--- config.mk ---
export PLATFORM = sky130hd
export DESIGN_NAME = sprs_top
export DESIGN_NICKNAME = d
export VERILOG_FILES = /design/src/rtl/sprs_pkg.sv /design/src/rtl/sprs_hist_shift.sv /design/src/rtl/sprs_cds_calc.sv /design/src/rtl/sprs_top.sv
export SDC_FILE = /design/constraint.sdc
export NUM_CORES = 1
export LEC_CHECK = 0
export ABC_CLOCK_PERIOD_IN_PS = 4470
export CAP_MARGIN = 20
export CORE_MARGIN = 2
export CORE_UTILIZATION = 31
export DETAILED_ROUTE_END_ITERATION = 16
export PLACE_DENSITY = 0.55
export SYNTH_ARGS = -nofsm -noshare
export SYNTH_HDL_FRONTEND = slang
export SYNTH_SLANG_ARGS = --single-unit
--- constraint.sdc ---
create_clock -name clk -period 4.47 [get_ports clk]
set_input_delay 0.6705 -clock clk [delete_from_list [all_inputs] [get_ports clk]]
set_output_delay 0.6705 -clock clk [all_outputs]
set_load 0.03 [all_outputs]
--- src/rtl/sprs_pkg.sv ---
package sprs_pkg;
    localparam int OUT_W = 32;

    typedef enum logic [2:0] {
        ST_IDLE,
        ST_ARM,
        ST_SCAN,
        ST_TRAIL,
        ST_WAIT
    } sprs_state_e;

    localparam logic [1:0] TAG_HDR = 2'b01;
    localparam logic [1:0] TAG_HIT = 2'b10;
    localparam logic [1:0] TAG_TRL = 2'b11;
endpackage

--- src/rtl/sprs_hist_shift.sv ---
module sprs_hist_shift #(
    parameter int SMP_W = 12,
    parameter int PED_W = 6,
    parameter int THR_W = 6,
    localparam int CFG_W = PED_W + THR_W,
    localparam int KEEP_W = 2 * SMP_W + CFG_W
) (
    input  logic [KEEP_W-1:0]       word_low,
    input  logic [SMP_W-1:0]        sample,
    output logic [KEEP_W+SMP_W-1:0] word_new
);
    // history moves up one field, configuration stays put
    always_comb begin
        word_new = {word_low[KEEP_W-1:CFG_W], sample, word_low[CFG_W-1:0]};
    end
endmodule

--- src/rtl/sprs_cds_calc.sv ---
module sprs_cds_calc #(
    parameter int SMP_W = 12,
    parameter int PED_W = 6,
    parameter int THR_W = 6,
    localparam int DW = SMP_W + 2
) (
    input  logic [SMP_W-1:0] sample,
    input  logic [SMP_W-1:0] prev,
    input  logic [PED_W-1:0] ped,
    input  logic [THR_W-1:0] thr,
    output logic             is_hit,
    output logic [SMP_W-1:0] value
);
    logic signed [DW-1:0] diff;

    always_comb begin
        diff = $signed({2'b00, sample}) - $signed({2'b00, prev})
             - $signed({{(DW-PED_W){1'b0}}, ped});
        is_hit = diff > $signed({{(DW-THR_W){1'b0}}, thr});
        value = diff[SMP_W-1:0];
    end
endmodule

--- src/rtl/sprs_top.sv ---
module sprs_top
    import sprs_pkg::*;
#(
    parameter int ADDR_W = 8,
    parameter int SMP_W  = 12,
    parameter int PED_W  = 6,
    parameter int THR_W  = 6,
    parameter int EVT_W  = 16,
    localparam int WORD_W = 3 * SMP_W + PED_W + THR_W,
    localparam int CFG_W  = PED_W + THR_W,
    localparam int CNT_W  = ADDR_W + 1
) (
    input  logic              clk,
    input  logic              rst_n,
    input  logic              smp_valid,
    input  logic [ADDR_W-1:0] smp_addr,
    input  logic [SMP_W-1:0]  smp_data,
    input  logic [WORD_W-1:0] mem_rdata,
    output logic              mem_we,
    output logic [WORD_W-1:0] mem_wdata,
    input  logic              trig_in,
    input  logic              host_done,
    output logic              busy,
    input  logic              fifo_full,
    output logic              out_we,
    output logic [OUT_W-1:0]  out_word
);
    typedef struct packed {
        sprs_state_e       st;
        logic              busy;
        logic [ADDR_W-1:0] start;
        logic [EVT_W-1:0]  evt;
        logic [CNT_W-1:0]  cnt;
        logic              ovf;
        logic              p_hit;
        logic [ADDR_W-1:0] p_addr;
        logic [SMP_W-1:0]  p_val;
    } sprs_reg_t;

    sprs_reg_t q, d;

    logic             cds_hit;
    logic [SMP_W-1:0] cds_val;
    logic [SMP_W-1:0] oldest_unused;

    assign oldest_unused = mem_rdata[WORD_W-1:WORD_W-SMP_W];

    sprs_hist_shift #(.SMP_W(SMP_W), .PED_W(PED_W), .THR_W(THR_W)) u_hist (
        .word_low (mem_rdata[WORD_W-SMP_W-1:0]),
        .sample   (smp_data),
        .word_new (mem_wdata)
    );

    sprs_cds_calc #(.SMP_W(SMP_W), .PED_W(PED_W), .THR_W(THR_W)) u_cds (
        .sample (smp_data),
        .prev   (mem_rdata[CFG_W+SMP_W-1:CFG_W]),
        .ped    (mem_rdata[CFG_W-1:THR_W]),
        .thr    (mem_rdata[THR_W-1:0]),
        .is_hit (cds_hit),
        .value  (cds_val)
    );

    assign mem_we = smp_valid;
    assign busy   = q.busy;

    logic              accept, first, in_win, last;
    logic [ADDR_W-1:0] start_v;

    always_comb begin
        d        = q;
        d.p_hit  = 1'b0;
        out_we   = 1'b0;
        out_word = '0;

        accept  = trig_in && !q.busy;
        first   = smp_valid && ((q.st == ST_ARM) || (q.st == ST_IDLE && accept));
        in_win  = smp_valid && ((q.st == ST_SCAN) || first);
        start_v = first ? smp_addr : q.start;
        last    = in_win && (smp_addr == start_v - 1'b1);

        // single FIFO write port: header, pending hit, then trailer
        unique case (q.st)
            ST_IDLE: begin
                if (accept) begin
                    out_we   = 1'b1;
                    out_word = {TAG_HDR, {(OUT_W-2-EVT_W){1'b0}}, q.evt};
                    d.busy   = 1'b1;
                    d.cnt    = '0;
                    d.ovf    = 1'b0;
                    d.st     = ST_ARM;
                end
            end
            ST_ARM, ST_SCAN, ST_TRAIL: begin
                if (q.p_hit) begin
                    if (fifo_full) begin
                        d.ovf = 1'b1;
                    end else begin
                        out_we   = 1'b1;
                        out_word = {TAG_HIT, {(14-ADDR_W){1'b0}}, q.p_addr,
                                    {(16-SMP_W){1'b0}}, q.p_val};
                        d.cnt    = q.cnt + 1'b1;
                    end
                end else if (q.st == ST_TRAIL) begin
                    out_we   = 1'b1;
                    out_word = {TAG_TRL, q.ovf, {(13-CNT_W){1'b0}}, q.cnt, q.evt};
                    d.evt    = q.evt + 1'b1;
                    d.st     = ST_WAIT;
                end
            end
            ST_WAIT: begin
                if (host_done) begin
                    d.busy = 1'b0;
                    d.st   = ST_IDLE;
                end
            end
            default: d.st = ST_IDLE;
        endcase

        if (in_win) begin
            d.start  = start_v;
            d.p_hit  = cds_hit;
            d.p_addr = smp_addr;
            d.p_val  = cds_val;
            d.st     = last ? ST_TRAIL : ST_SCAN;
        end
    end

    always_ff @(posedge clk) begin
        if (!rst_n) begin
            q <= '{st: ST_IDLE, default: '0};
        end else begin
            q <= d;
        end
    end
endmodule

Word-level counts from Yosys, hierarchy flattened
Index checks and enable logic that the tools add are counted.

Bits of input ports: 74. Output and inout port bits: 83. Logic and storage cells: 72. Flip-flop bits (word level): 59.

Eq/ne operators: 14. Bitwise logic cells: 1. Add/sub/neg operators: 5. $lt $le $gt $ge: 1. Reductions and logical operators: 18. Muxes and demuxes: 24.

Operators with widths (count): 32-bit 2-to-1 mux (3); 32-bit case mux with 2 select lines (1); 31-bit 2-to-1 mux (1); 10-bit 2-to-1 mux (2); 10-bit case mux with 2 select lines (1); 16-bit by 1-bit adder with 16-bit output, second input constant (1); 14-bit by 7-bit greater-than comparator with 1-bit output (1); 14-bit by 7-bit subtractor with 14-bit output (1); 12-bit by 12-bit subtractor with 13-bit output (1); 3-bit != test, second input constant (4); 4-bit AND reduction (3); 2-bit != test, second input constant (5); 9-bit by 1-bit adder with 9-bit output, second input constant (1); 3-bit 2-to-1 mux (3); 9-bit 2-to-1 mux (1); 3-bit case mux with 3 select lines (1); 8-bit == test (1); 4-bit 2-to-1 mux (2); 8-bit 2-to-1 mux (1); 8-bit by 1-bit subtractor with 8-bit output, second input constant (1); 3-bit by 2-bit == test with 1-bit output, second input constant (2); 1-bit 2-to-1 mux (6); 3-bit AND reduction (2); 1-bit logical AND (5); other kinds (10) (13).

Depth between registers and ports, before layout
Word-level depth: 11. Depth in mapped cells: 18. Gate-level depth less buffers: 18.

Modules after synthesis
A second synthesis with hierarchy kept.

Cells, all modules: 567. Area total of the unflattened synthesis: 4715.8 um^2.

By module, submodules not included: sprs_top (times used 1, area each 3146.8 um^2, cells each 359, seq. area each 1181.1 um^2); sprs_cds_calc (times used 1, area each 1208.7 um^2, cells each 160, seq. area each 0.0 um^2); sprs_hist_shift (times used 1, area each 360.3 um^2, cells each 48, seq. area each 0.0 um^2).

Worst setup path after synthesis
Ideal clock, no wire load.

Kind: input-to-reg. Start: input port smp_data[0]. End: register q[20] (netlist name). Path buffers: 0. Cell stages on the path: 15. Slack: 1.080 ns. Setup time: 0.129 ns. Data arrival time: 3.261 ns. Data required time: 4.341 ns. Path through: inv_1 > ha_1 > fa_1 > inv_1 > ha_1 > nor2b_1 > o31ai_1 > nand2b_1 > a21oi_1 > xnor2_1 > ha_1 > o22ai_1 > a21oi_1 > nor4_1 > a21oi_1.

Longest elaborated chain between the ends: 3.

RTL lines: start: declaration (line sprs_top.sv:17) `input logic [SMP_W-1:0] smp_data,`; 12-bit by 12-bit subtractor with 13-bit output (line sprs_cds_calc.sv:17) `diff = $signed({2'b00, sample}) - $signed({2'b00, prev})`; 14-bit by 7-bit subtractor with 14-bit output (line sprs_cds_calc.sv:18) `- $signed({{(DW-PED_W){1'b0}}, ped});`; named net cds_val[5] (line sprs_top.sv:43) `logic [SMP_W-1:0] cds_val;`; 14-bit by 7-bit greater-than comparator with 1-bit output (line sprs_cds_calc.sv:19) `is_hit = diff > $signed({{(DW-THR_W){1'b0}}, thr});`; end signal: assignment (line sprs_top.sv:130) `q <= '{st: ST_IDLE, default: '0};`; end signal: assignment (line sprs_top.sv:132) `q <= d;`; end: declaration (line sprs_top.sv:40) `sprs_reg_t q, d;`.

The timed path passes the listed nets, and every way through them passes these cells. A chain may end at the register's enable or synchronous reset.

Final worst setup path
Ends and elaborated chain as after synthesis.

==> reports/results.ini <==
[outcome]
status=complete, no violations

[grt]
antenna_found_initial=0
grt_max_degree=28
grt_usage_pct=14.0
grt_pass1_vias=3970
grt_overflow_total=0
grt_pass1_wl_um=18300

[placed_design]
post-dp-hpwl_um=8690
routabilityCongestion=0.823
port_buffers=116
place_area_um2=5490

[sta]
finalSetupViolations=0
fin_crit_sh_pct=87.4
timing.setup.tns_ns=0
worst_pin_slew_ns=1.03
hold_viol=0
fin_skew_ns=0.00321
slew_viol_final=0
finalCriticalPeriod_ns=3.90
max_freq_ghz=0.256
slew_headroom_pct=31.0
rsz0062_at_grt=no

[final_layout]
finish.instance_area_um2=5750
drive_gt1_share_pct=6.02
nets=747
area_growth_syn_to_layout_pct=27.9
diodes=0

[clock_tree]
clk_latency_ns=0.32
postCtsSetupBuffers=0
cts_buffers=9
cts-root-buf=clkbuf_16
clockBufferDepth=2
cts_hold_buf=0
cts_sinks=59
cts_resized=0
cts_tree=done
path_clk_slew_ns=0.05
h-tree-depth=3

[power_and_ir_drop]
p_leak_uw=0.00221
ir_worst_vdd_mv=0.181
netSwitchingFraction_pct=32.8
cellPowerDensity_nw_per_um2=314
switchingPower_uw=592
seq_power_share_pct=32.3
p_int_uw=1220
comb_power_share_pct=33.8
pwr-share-clk_pct=33.9

[detailed_routing]
wire_per_inst_um=13.1
drt_iter0_drc=181
drcViolationCount=0
via_count=4064
ant_nets=0
avgViaCountPerCell=4.88
wirelength_um=10900
firstDrtPassIters=4

[floorplan]
rows=44
start_util_pct=31.3
die_area_um2=15500
io_pins=157
coreArea_um2=14400
dieWidth_um=124
dieHeight_um=124

[setup_path]
path_cells=clkdlybuf4s50_1, inv_1, ha_1, fa_1, inv_1, ha_1, nor2b_1, o31ai_1, a21boi_0, ha_1, o21a_1, o21ai_0, a21oi_1, nor4_1, a21oi_1
crit_top_cell=ha_1
crit_fanout=3
cp.required_ns=4.67
cp_num_buf_inv=3
crit_family=adder cells
slowest_stage=fa_1
critPathMaxStageDelay_ns=0.53
cp.arrival_ns=4.10
end_kind=register
startpoint_type=input port
path_class=in2reg

[logic_synthesis]
ys_seq_area_share_pct=26.3
syn_avg_cell_area_um2=7.78
synth-seq-cells=59
syn_inst=578
yosys_most_used_dff=dfxtp_1
synth_area_um2=4500
synthArstFlopShare_pct=0
synth_edf_count=0
yosysWarnings=0
ys_types=66

[job]
maxCapViolCount=0

[worst_hold_path]
hp-class=reg2reg

## placed cells by master (no fill, tap or decap), types with 4 or more instances in the layout
cell type | Yosys | layout
buf_4 | 54 | 7
nand3_1 | 9 | 9
nand2_1 | 70 | 70
xnor2_1 | 15 | 15
nor3_1 | 9 | 8
a22o_1 | 17 | 17
a22oi_1 | 5 | 5
a21oi_1 | 43 | 43
ha_1 | 27 | 27
or3_1 | 14 | 14
clkdlybuf4s50_1 | 0 | 116
clkbuf_16 | 0 | 9
a31oi_1 | 8 | 8
xor2_1 | 19 | 19
o21a_1 | 10 | 10
nor2_1 | 46 | 46
dfxtp_1 | 59 | 59
and3_1 | 5 | 5
inv_1 | 32 | 32
nor2b_1 | 7 | 7
a211oi_1 | 5 | 5
nand4_1 | 6 | 6
and2_1 | 9 | 9
mux2i_1 | 4 | 4
nand2b_1 | 11 | 11
conb_1 | 1 | 4
o21ai_0 | 22 | 22
## cell type report
| class | instances | area [µm²] |
|---|---|---|
| Clock buffer | 13 | 250 |
| Clock inverter | 2 | 12.5 |
| Fill cell | 1467 | 8620 |
| Tap cell | 184 | 230 |
| Multi-Input combinational cell | 418 | 2740 |
| Timing Repair Buffer | 123 | 1210 |
| Inverter | 33 | 124 |
| Sequential cell | 59 | 1180 |
## worst paths after layout
path / startpoint / end / slack (ns) / depth (start not counted)
max: smp_data[0] / q[20] / 0.57 / 15
min: q[4] / q[4] / 0.45 / 2
max reg2reg: q[58] / q[56] / 1.59 / 10
min reg2reg: q[4] / q[4] / 0.45 / 2
## worst reg2reg max path: stages, from the launching register on
cell       delay, ns
dfxtp_1         0.65
nor3b_1         0.09
o21ai_1         0.22
mux2i_1         0.28
ha_1            0.33
xor2_1          0.21
xnor2_1         0.16
nand3_1         0.09
a2111oi_0       0.34
o221ai_1        0.19
o21ai_0         0.23
## cells by family (layout without fill, tap and decap cells)
kind of cell	count (synthesis)	after routing	share of synthesized area, %
and+or+nand+nor	203	203	22.1
AOI/OAI and AO/OA	140	140	21.3
buffers and inverters	104	171	13.2
DFF	59	59	26.3
xor gates and xnor gates	35	35	6.99
adders and majority gates	29	29	8.41
muxes	7	7	1.64
other	1	4	0.0834
## per-stage QoR
stage / std cells / hold slack [ns] / utilization, % / setup slack (ns) / power [µW]
2_1_floorplan: 581 / 0.428 / - / 1.08 / 1070
6_report: 832 / 0.455 / 40.0 / 0.565 / 1810
4_1_cts: 832 / 0.454 / 40.0 / 0.490 / 1830
3_3_place_gp: 817 / 0.442 / 38.2 / 0.270 / 1200
5_1_grt: 832 / 0.465 / 40.0 / 0.279 / 1920
3_5_place_dp: 817 / 0.447 / 38.2 / 0.162 / 1210
## layer usage
| layer | wire [µm] | global-route usage [%] | vias up |
|---|---|---|---|
| met3 | 527 | 2.45 | 14 |
| li1 | - | - | 2098 |
| met1 | 4920 | 17.2 | 1845 |
| met2 | 5280 | 24.4 | 107 |
| met5 | 0 | 0 | - |
| met4 | 163 | 5.09 | 0 |
## cells in the mapped netlist, drive strengths merged (2+ instances only)
cell     instances  area share, %
nand4            6           0.84
xor2            19            3.7
o41ai            2           0.56
nor3b            2           0.58
ha              27            7.5
buf             57            9.3
mux2             3           0.75
or2              2           0.28
nor2            47            4.0
o21ai           24            2.7
and4             2           0.39
a22o            17            3.3
a211oi           7            1.6
a22oi            5           0.84
or4              2           0.33
nand3            9            1.0
and2             9            1.3
o31a             2           0.39
o21a            11            1.9
dfxtp           59             26
a31oi            8            1.1
nor3             9            1.0
fa               2           0.89
mux2i            4           0.89
a21boi           3           0.50
nand2           71            6.0
nor4             3           0.42
nand2b          12            1.7
inv             32            2.7
o2111ai          2           0.39
a21oi           43            4.8
xnor2           16            3.3
o31ai            5            1.1
or3             14            1.9
clkbuf          14            1.2
and3             5           0.70
nor2b            8            1.3
## power groups by stage
stage / clock network, µW / logic [µW] / registers (µW)
floorplan: 0 / 480 / 586
global placement: 0 / 606 / 594
detailed placement: 0 / 615 / 594
CTS: 627 / 618 / 584
global route: 646 / 683 / 588
finish: 612 / 612 / 584
## registers in the layout (all words and copies together), names as in the netlist
signal	count
busy	1
q	58
Power figures use the tool's default switching activity.
